$ cat src/rtl/pwm_timer_pkg.sv
// Package: shared definitions for the PWM timer channel.
// Assumes: nothing beyond IEEE 1800-2017.
package pwm_timer_pkg;

    // Count direction for the center-aligned sweep
    typedef enum logic {
        DIR_DOWN = 1'b0,
        DIR_UP   = 1'b1
    } count_dir_e;

    // Write-port register select codes
    localparam logic SEL_PERIOD = 1'b0;
    localparam logic SEL_DUTY   = 1'b1;

endpackage

$ cat src/rtl/pwm_tick_gen.sv
// Module: pwm_tick_gen
// Builds the counting tick: a prescaler dividing by prescale+1, followed by a
// binary divider of 2**div_sel, saturating at 2**DIV_LOG2.
// Assumes: both stages are cleared whenever enable is low, so a restart
// always begins a full prescale interval.
module pwm_tick_gen #(
    parameter int PRE_W    = 8,
    parameter int SEL_W    = 3,
    parameter int DIV_LOG2 = 4
) (
    input  logic             clk,
    input  logic             rst_n,
    input  logic             enable,
    input  logic [PRE_W-1:0] prescale,
    input  logic [SEL_W-1:0] div_sel,
    output logic             tick
);

    logic [PRE_W-1:0]    pre_cnt;
    logic [DIV_LOG2-1:0] div_cnt;
    logic [DIV_LOG2-1:0] div_mask;
    logic                pre_hit;

    // Prescaler fires at its limit; >= recovers if prescale drops mid-count
    assign pre_hit = (pre_cnt >= prescale);

    // Mask of low divider bits that must all be set for a tick
    always_comb begin
        div_mask = '0;
        for (int i = 0; i < DIV_LOG2; i++) begin
            if (i < int'(div_sel)) begin
                div_mask[i] = 1'b1;
            end
        end
    end

    // Tick when the prescaler fires and the divider has reached its phase
    assign tick = enable && pre_hit && ((div_cnt & div_mask) == div_mask);

    // Advance the prescaler and the divider; clear both when disabled
    always_ff @(posedge clk) begin
        if (!rst_n || !enable) begin
            pre_cnt <= '0;
            div_cnt <= '0;
        end else if (pre_hit) begin
            pre_cnt <= '0;
            div_cnt <= div_cnt + 1'b1;
        end else begin
            pre_cnt <= pre_cnt + 1'b1;
        end
    end

    // a disabled channel leaves the tick chain cleared
    assert_chain_cleared_R7: assert property (@(posedge clk) disable iff (!rst_n)
        !enable |=> (pre_cnt == '0 && div_cnt == '0));

    // an enabled prescaler never exceeds its limit while the limit holds
    assert_pre_in_range_R8: assert property (@(posedge clk) disable iff (!rst_n)
        (enable && $stable(prescale) && pre_cnt <= prescale) |=> pre_cnt <= prescale);

endmodule

$ cat src/rtl/pwm_shadow_regs.sv
// Module: pwm_shadow_regs
// Holds software-written period and duty values in shadow registers and
// copies them to the active registers on each period-start strobe.
// Assumes: a write in the same cycle as a load lands in the shadow only and
// is used from the period after.
module pwm_shadow_regs
    import pwm_timer_pkg::*;
#(
    parameter int CNT_W = 16
) (
    input  logic             clk,
    input  logic             rst_n,
    input  logic             wr_en,
    input  logic             wr_sel,
    input  logic [CNT_W-1:0] wr_data,
    input  logic             load,
    output logic [CNT_W-1:0] shadow_period,
    output logic [CNT_W-1:0] act_period,
    output logic [CNT_W-1:0] act_duty
);

    logic [CNT_W-1:0] shadow_duty;

    // Capture software writes into the selected shadow register
    always_ff @(posedge clk) begin
        if (!rst_n) begin
            shadow_period <= '0;
            shadow_duty   <= '0;
        end else if (wr_en) begin
            if (wr_sel == SEL_PERIOD) begin
                shadow_period <= wr_data;
            end else begin
                shadow_duty <= wr_data;
            end
        end
    end

    // Transfer shadows to the active set at each period start
    always_ff @(posedge clk) begin
        if (!rst_n) begin
            act_period <= '0;
            act_duty   <= '0;
        end else if (load) begin
            act_period <= shadow_period;
            act_duty   <= shadow_duty;
        end
    end

    // active values only move on a period-start strobe
    assert_active_hold_R4: assert property (@(posedge clk) disable iff (!rst_n)
        !load |=> ($stable(act_period) && $stable(act_duty)));

endmodule

$ cat src/rtl/pwm_count_core.sv
// Module: pwm_count_core
// Runs the period counter in edge (down) or center (up, hold, down) sweep,
// raises the load strobe at each period start, handles single-shot stop and
// compares the count with the duty to form the output.
// Assumes: tick is already gated by enable; active registers are written
// by the shadow block on the same edge the load strobe is high.
module pwm_count_core
    import pwm_timer_pkg::*;
#(
    parameter int CNT_W = 16
) (
    input  logic             clk,
    input  logic             rst_n,
    input  logic             enable,
    input  logic             tick,
    input  logic             align_center,
    input  logic             one_shot,
    input  logic [CNT_W-1:0] shadow_period,
    input  logic [CNT_W-1:0] act_period,
    input  logic [CNT_W-1:0] act_duty,
    output logic             load,
    output logic             pwm_out
);

    logic [CNT_W-1:0] cnt;
    count_dir_e       dir;
    logic             running;
    logic             done;
    logic             at_end;
    logic             stop;
    logic             cmp_hi;

    // Last tick of a period: zero in edge mode, zero on the way down in center
    assign at_end = running && (cnt == '0) && (!align_center || dir == DIR_DOWN);

    // Period start from idle, or a continuous reload at the end
    assign load = tick && ((!running && !done) || (at_end && !one_shot));
    assign stop = tick && at_end && one_shot;

    // Duty comparison for each alignment, widened to avoid wrap
    always_comb begin
        if (align_center) begin
            cmp_hi = ({1'b0, cnt} + {1'b0, act_duty}) >= {1'b0, act_period};
        end else begin
            cmp_hi = (cnt <= act_duty);
        end
    end

    // Output is forced low while disabled or idle
    assign pwm_out = enable && running && cmp_hi;

    // Sequence the counter through the period and handle start and stop
    always_ff @(posedge clk) begin
        if (!rst_n) begin
            cnt     <= '0;
            dir     <= DIR_DOWN;
            running <= 1'b0;
            done    <= 1'b0;
        end else if (!enable) begin
            running <= 1'b0;
            done    <= 1'b0;
        end else if (load) begin
            running <= 1'b1;
            dir     <= align_center ? DIR_UP : DIR_DOWN;
            cnt     <= align_center ? '0 : shadow_period;
        end else if (stop) begin
            running <= 1'b0;
            done    <= 1'b1;
        end else if (tick && running) begin
            if (align_center && dir == DIR_UP) begin
                if (cnt >= act_period) begin
                    dir <= DIR_DOWN;
                end else begin
                    cnt <= cnt + 1'b1;
                end
            end else begin
                cnt <= cnt - 1'b1;
            end
        end
    end

    // a running count stays within the active period value
    assert_count_in_range_R2: assert property (@(posedge clk) disable iff (!rst_n)
        running |-> cnt <= act_period);

    // a finished single shot stays idle
    assert_shot_idle_R6: assert property (@(posedge clk) disable iff (!rst_n)
        done |-> !running);

    // dropping enable ends the run on the next edge
    assert_disable_stops_R7: assert property (@(posedge clk) disable iff (!rst_n)
        !enable |=> (!running && !done));

    // duty at or above period keeps the running output high
    assert_full_high_R3: assert property (@(posedge clk) disable iff (!rst_n)
        (enable && running && act_duty >= act_period) |-> pwm_out);

endmodule

$ cat src/rtl/pwm_timer_channel.sv
// Module: pwm_timer_channel (top)
// One double-buffered PWM timer: tick chain, shadow/active registers and the
// period counter with edge or center alignment and single-shot option.
// Assumes: synchronous active-low reset; all inputs synchronous to clk.
module pwm_timer_channel #(
    parameter int CNT_W    = 16,
    parameter int PRE_W    = 8,
    parameter int SEL_W    = 3,
    parameter int DIV_LOG2 = 4
) (
    input  logic             clk,
    input  logic             rst_n,
    input  logic             enable,
    input  logic             align_center,
    input  logic             one_shot,
    input  logic [PRE_W-1:0] prescale,
    input  logic [SEL_W-1:0] div_sel,
    input  logic             wr_en,
    input  logic             wr_sel,
    input  logic [CNT_W-1:0] wr_data,
    output logic             pwm_out
);

    logic             tick;
    logic             load;
    logic [CNT_W-1:0] shadow_period;
    logic [CNT_W-1:0] act_period;
    logic [CNT_W-1:0] act_duty;

    pwm_tick_gen #(
        .PRE_W    (PRE_W),
        .SEL_W    (SEL_W),
        .DIV_LOG2 (DIV_LOG2)
    ) u_tick (
        .clk      (clk),
        .rst_n    (rst_n),
        .enable   (enable),
        .prescale (prescale),
        .div_sel  (div_sel),
        .tick     (tick)
    );

    pwm_shadow_regs #(
        .CNT_W (CNT_W)
    ) u_regs (
        .clk           (clk),
        .rst_n         (rst_n),
        .wr_en         (wr_en),
        .wr_sel        (wr_sel),
        .wr_data       (wr_data),
        .load          (load),
        .shadow_period (shadow_period),
        .act_period    (act_period),
        .act_duty      (act_duty)
    );

    pwm_count_core #(
        .CNT_W (CNT_W)
    ) u_core (
        .clk           (clk),
        .rst_n         (rst_n),
        .enable        (enable),
        .tick          (tick),
        .align_center  (align_center),
        .one_shot      (one_shot),
        .shadow_period (shadow_period),
        .act_period    (act_period),
        .act_duty      (act_duty),
        .load          (load),
        .pwm_out       (pwm_out)
    );

    // output is low in the cycle after any reset cycle
    assert_reset_low_R1: assert property (@(posedge clk)
        !rst_n |=> !pwm_out);

endmodule

$ cat config.mk
export PLATFORM = sky130hd
export DESIGN_NAME = pwm_timer_channel
export DESIGN_NICKNAME = d
export VERILOG_FILES = /design/src/rtl/pwm_timer_pkg.sv /design/src/rtl/pwm_tick_gen.sv /design/src/rtl/pwm_shadow_regs.sv /design/src/rtl/pwm_count_core.sv /design/src/rtl/pwm_timer_channel.sv
export SDC_FILE = /design/constraint.sdc
export NUM_CORES = 1
export LEC_CHECK = 0
export ABC_AREA = 1
export BUFFER_PORTS_ARGS = -buffer_cell sky130_fd_sc_hd__buf_2
export CORE_ASPECT_RATIO = 1.25
export CORE_MARGIN = 2
export CORE_UTILIZATION = 65
export DETAILED_ROUTE_END_ITERATION = 10
export PLACE_DENSITY = 0.84
export SLEW_MARGIN = 5
export SYNTH_ARGS = -nofsm -noshare
export SYNTH_HDL_FRONTEND = slang
export SYNTH_HIERARCHICAL = 1
export SYNTH_SLANG_ARGS = --single-unit
$ cat constraint.sdc
create_clock -name clk -period 6.6 [get_ports clk]
set_input_delay 0.66 -clock clk [delete_from_list [all_inputs] [get_ports clk]]
set_output_delay 0.66 -clock clk [all_outputs]
set_load 0.01 [all_outputs]
### Yosys cells after proc, flatten, opt, wreduce, memory -nomap -nowiden

Index checks and enable logic that the tools add are counted.

* flip-flop bits (word level): 95
* bits in latches: 0
* bits in writable memories: 0
* ROM bits: 0
* input port bits: 34
* output and inout bits: 1
* logic and storage cells: 83
* memories: 0

* add/subtract/negate cells: 5
* multipliers: 0
* div/mod/pow operators: 0
* order comparisons: 8
* eq/ne operators: 3
* shift-type cells: 0
* muxes and demuxes: 19
* bitwise gates (word level): 4
* reduce and logical (&&, ||, !) cells: 34

Operators by type and width (count)
* 16-bit two-way mux: 6
* 16-bit by 16-bit adder with 17-bit output: 1
* 17-bit by 16-bit >= comparator with 1-bit output: 1
* 16-bit by 1-bit adder with 16-bit output, second input constant: 1
* 16-bit >= comparator: 1
* 16-bit <= comparator: 1
* 16-bit logical NOT: 1
* 16-bit by 1-bit subtractor with 16-bit output, second input constant: 1
* 1-bit logical AND: 13
* 1-bit two-way mux: 13
* 8-bit by 1-bit adder with 8-bit output, second input constant: 1
* 8-bit >= comparator: 1
* 2-bit AND reduction: 4
* 2-bit nonzero test: 4
* 1-bit logical NOT: 6
* 1-bit by 3-bit < comparator with 1-bit output, first input constant: 2
* 2-bit by 3-bit < comparator with 1-bit output, first input constant: 2
* 5-bit AND reduction: 1
* 4-bit by 1-bit adder with 4-bit output, second input constant: 1
* 4-bit AND: 1
* 4-bit equality test: 1
* 4-bit AND reduction: 1
* 1-bit logical OR: 3
* 3-bit inequality test, second input constant: 1
* 3 further kinds: 5

### Depth between registers and ports, before layout

* word-level depth: 9
* mapped depth: 25
* depth with buffers taken out: 25

### By module

Netlist, hierarchy kept.

By module, submodules not included
* pwm_count_core: times used 1, cells an instance 680, area each 4028.9 µm², sequential area each 380.4 µm²
* pwm_shadow_regs: times used 1, cells an instance 315, area each 2398.6 µm², sequential area each 1281.2 µm²
* pwm_tick_gen: times used 1, cells an instance 114, area each 878.3 µm², sequential area each 240.2 µm²

### Worst setup path after synthesis

OpenSTA, ideal clock, no wires.

* path kind: register to output
* start point: reg u_core.cnt[0]
* end point: out pwm_out
* data arrival time: 2771 ps
* required time: 5940 ps
* setup slack: 3169 ps
* cell stages (with the launch flop): 19
* path buffers: 0
* cell sequence: dfxtp_1 ha_1 inv_1 fa_1 o21ai_0 nand2_1 nand2_1 nand2_1 a31oi_1 nand4_1 nand3_1 nand2_1 ha_1 nand2_1 inv_1 nand2_1 nor4_1 nor2_1 a21oi_1

* word-level cells in the longest chain between the ends: 4

RTL lines
* from (decl): RTL line pwm_count_core.sv:25 `logic [CNT_W-1:0] cnt;`
* from (signal assigned): RTL line pwm_count_core.sv:65 `cnt <= align_center ? '0 : shadow_period;`
* from (signal assigned): RTL line pwm_count_core.sv:74 `cnt <= cnt + 1'b1;`
* from (signal assigned): RTL line pwm_count_core.sv:77 `cnt <= cnt - 1'b1;`
* 16-bit by 16-bit adder with 17-bit output: RTL line pwm_count_core.sv:43 `cmp_hi = ({1'b0, cnt} + {1'b0, act_duty}) >= {1'b0, act_period};`
* 17-bit by 16-bit >= comparator with 1-bit output: RTL line pwm_count_core.sv:43
* 1-bit two-way mux (*): RTL line pwm_count_core.sv:42 `if (align_center) begin`
* 1-bit logical AND (*): RTL line pwm_count_core.sv:50 `assign pwm_out = enable && running && cmp_hi;`
* to (decl): RTL line pwm_timer_channel.sv:21 `output logic pwm_out`

Mark *: on every way between the ends. The rest lies on a longest branch, timed or not.

### Worst setup path in the final report

Same ends and word-level chain as after synthesis.

==> flow_summary.toml <==
[status]
outcome = "finished clean"

[timing]
max_freq_ghz = 0.238
clock_skew_ps = 7.87
period_share = 0.636
relSlewSlack = 0.573
finalHoldViolCount = 0
finalCriticalPeriod_ps = 4200
slew_viol_final = 0
rsz0062_at_grt = "no"
tightest_slew_ps = 641
setup_tns_ps = 0
setup_viol = 0

[grt]
antenna_found_initial = 0
grt-ovfl-total = 0
grt_pass1_vias = 6552
grt_max_degree = 69
grtUsageTotal = 0.303
grt_pass1_wl_um = 29700

[min_path]
min_to = "u_core/done$_SDFFE_PN0P_"
hold_path.class = "register to register"
hp-start = "u_core/done$_SDFFE_PN0P_"
whs_path_depth = 2

[synth]
synth_top_area_frac = 0.260
ys_seq_area_frac = 0.260
synth-edff-count = 0
syn_area_mm2 = 0.00731
synthArstFlopShare = 0
yosysMostFrequentCell = "nand2_1"
ys_top_cells_by_area = "dfxtp_1, ha_1, nand2_1"
yosys_register_bits = 95
synth_warnings = 6
avgSynthCellArea_um2 = 6.59
syn-instance-count = 1109
syn_nets = 1233
ys_top_cells_by_count = "nand2_1, nor2_1, inv_1"
yosysTopAreaCell = "dfxtp_1"
synth_ff_type = "dfxtp_1"
synth_cell_types = 40

[floorplanning]
initial_core_util = 0.662
fp-row-count = 43
dieArea_mm2 = 0.0121
coreArea_mm2 = 0.0110
die_h_um = 123
ioPinCount = 35
die_w_um = 98.8

[critical_path]
worstSetupPathType = "register to output pin"
crit_path_start_kind = "register"
worstSetupPathDepth = 25
path_max_fanout = 5
path_buf_inv = 3
end_kind = "output pin"
slowest_stage = "dfxtp_1"
crit_top_cell = "nand2_1"
worstPathRequired_ps = 5940
r2r-end = "u_core/cnt[8]$_SDFFE_PN0P_"
rr_worst_depth = 15
r2r_start = "u_tick/pre_cnt[0]$_SDFF_PP0_"
path_delay_family = "simple AND/OR/NAND/NOR gates"
critPathArrivalTime_ps = 3540
cpPeakStageDelay_ps = 420
r2r_slack_ps = 3890

[layout]
final_nets = 1251
syn_to_final_growth_pct = 5.63
n_fill_cell = 955
layout-drive-gt1-share = 0.0743
n_antenna_cell = 0

[routing]
drtIter0Drc = 576
routedWlPerCell_um = 14.3
vias = 7119
routed_wl_um = 18100
first_pass_iters = 6
via_per_inst = 5.62
drc = 0
ant_nets = 0

[clock_tree]
cts_resized = 0
cts_sinks = 95
cts-root-buf = "clkbuf_16"
cts_buffers = 9
clk_latency_ps = 340
cts_buffer_depth = 2
path_clk_slew_ps = 70
cts-htree-levels = 3
cts_tree = "built"
cts_hold_buffers = 0
cts_setup_buffers = 0

[power_and_ir_drop]
p_leak_nw = 4.25
finalPower_w = 0.00115
p_per_area_mw_per_mm2 = 149
irDropWorstVdd_uv = 165

[job]
maxCapViolCount = 0

[placed_design]
dpl.hpwl_um = 13800
routabilityCongestion = 0.984
port_buffers = 34
[metrics by stage]
stage / hold slack (ps) / setup WS [ps] / area, um^2 / utilization / cells
4_1_cts: 443 / 2380 / 7720 / 0.700 / 1266
5_1_grt: 479 / 2110 / 7720 / 0.700 / 1266
3_3_place_gp: 429 / 2820 / 7450 / 0.676 / 1251
3_5_place_dp: 433 / 2760 / 7450 / 0.676 / 1251
2_1_floorplan: 422 / 3170 / 7310 / - / 1109
6_report: 444 / 2400 / 7720 / 0.700 / 1266
[registers in the layout (all words and copies together) (netlist names)]
signal,cells
u_core/cnt,16
u_tick/pre_cnt,8
u_core/running,1
u_regs/shadow_duty,16
u_regs/act_period,16
u_core/dir,1
u_tick/div_cnt,4
u_regs/shadow_period,16
u_core/done,1
u_regs/act_duty,16
[power breakdown]
group	total [W]	switching [W]	internal, W
combinational	0.0000717	0.0000467	0.0000250
clock	0.000485	0.000219	0.000266
sequential	0.000594	0.00000913	0.000585
[tightest hold or removal path, stage by stage, from the launching register on]
cell     delay, ps
dfxtp_1        310
inv_1           40
a21oi_1         50
[per-layer routing]
layer,up-vias,GRT usage,part of all wire
met4,0,0.140,0.040
met3,48,0.0319,0.063
met1,3228,0.387,0.43
met2,262,0.513,0.47
met5,-,0,0
li1,3581,-,-
[layout make-up]
cell class,instances,area (um^2),share of cell area
Tap cell,135,169,0.0219
Clock buffer,13,250,0.0324
Inverter,154,578,0.0749
Multi-Input combinational cell,831,4620,0.598
Sequential cell,95,1900,0.246
Clock inverter,2,16.3,0.00211
Timing Repair Buffer,36,185,0.0240
[logic make-up after synthesis]
| kind of cell | Yosys count | share of synthesized area |
|---|---|---|
| xor gates and xnor gates | 20 | 0.0240 |
| buffers and inverters | 183 | 0.108 |
| adders and majority gates | 90 | 0.156 |
| DFF | 95 | 0.260 |
| AOI/OAI and AO/OA | 132 | 0.0952 |
| and+or+nand+nor | 589 | 0.357 |
[cells in the final DEF (no fill, tap or decap), types with 2 or more instances in the layout]
cell	instances
a31oi_1	3
and2_1	3
nand4_1	15
a21oi_1	60
a221oi_1	2
xor2_1	15
buf_2	34
o21bai_1	5
o21ai_1	5
or2_2	5
clkinv_1	2
nor2_4	2
clkbuf_1	3
a21o_1	3
nor2_1	179
nor2_8	2
ha_1	88
nand3_1	87
nor3_1	16
nand2_4	6
inv_2	3
o21ai_0	53
xnor2_1	5
nand3_4	2
nand2_1	251
nand3_2	2
buf_4	2
dfxtp_1	95
fa_1	2
inv_1	149
nor2_2	10
clkbuf_16	9
nand3b_1	5
[worst max path at each step]
stage | startpoint | to | slack [ps]
after global placement | u_core/cnt[0]$_SDFFE_PN0P_ | pwm_out | 2820
after floorplan | u_core/cnt[0]$_SDFFE_PN0P_ | pwm_out | 3170
after CTS | u_core/cnt[0]$_SDFFE_PN0P_ | pwm_out | 2380
after global routing | u_core/cnt[0]$_SDFFE_PN0P_ | pwm_out | 2110
after detailed placement | u_core/cnt[0]$_SDFFE_PN0P_ | pwm_out | 2760
final | u_core/cnt[0]$_SDFFE_PN0P_ | pwm_out | 2400
Note: power is estimated with default switching activity, not from simulation.
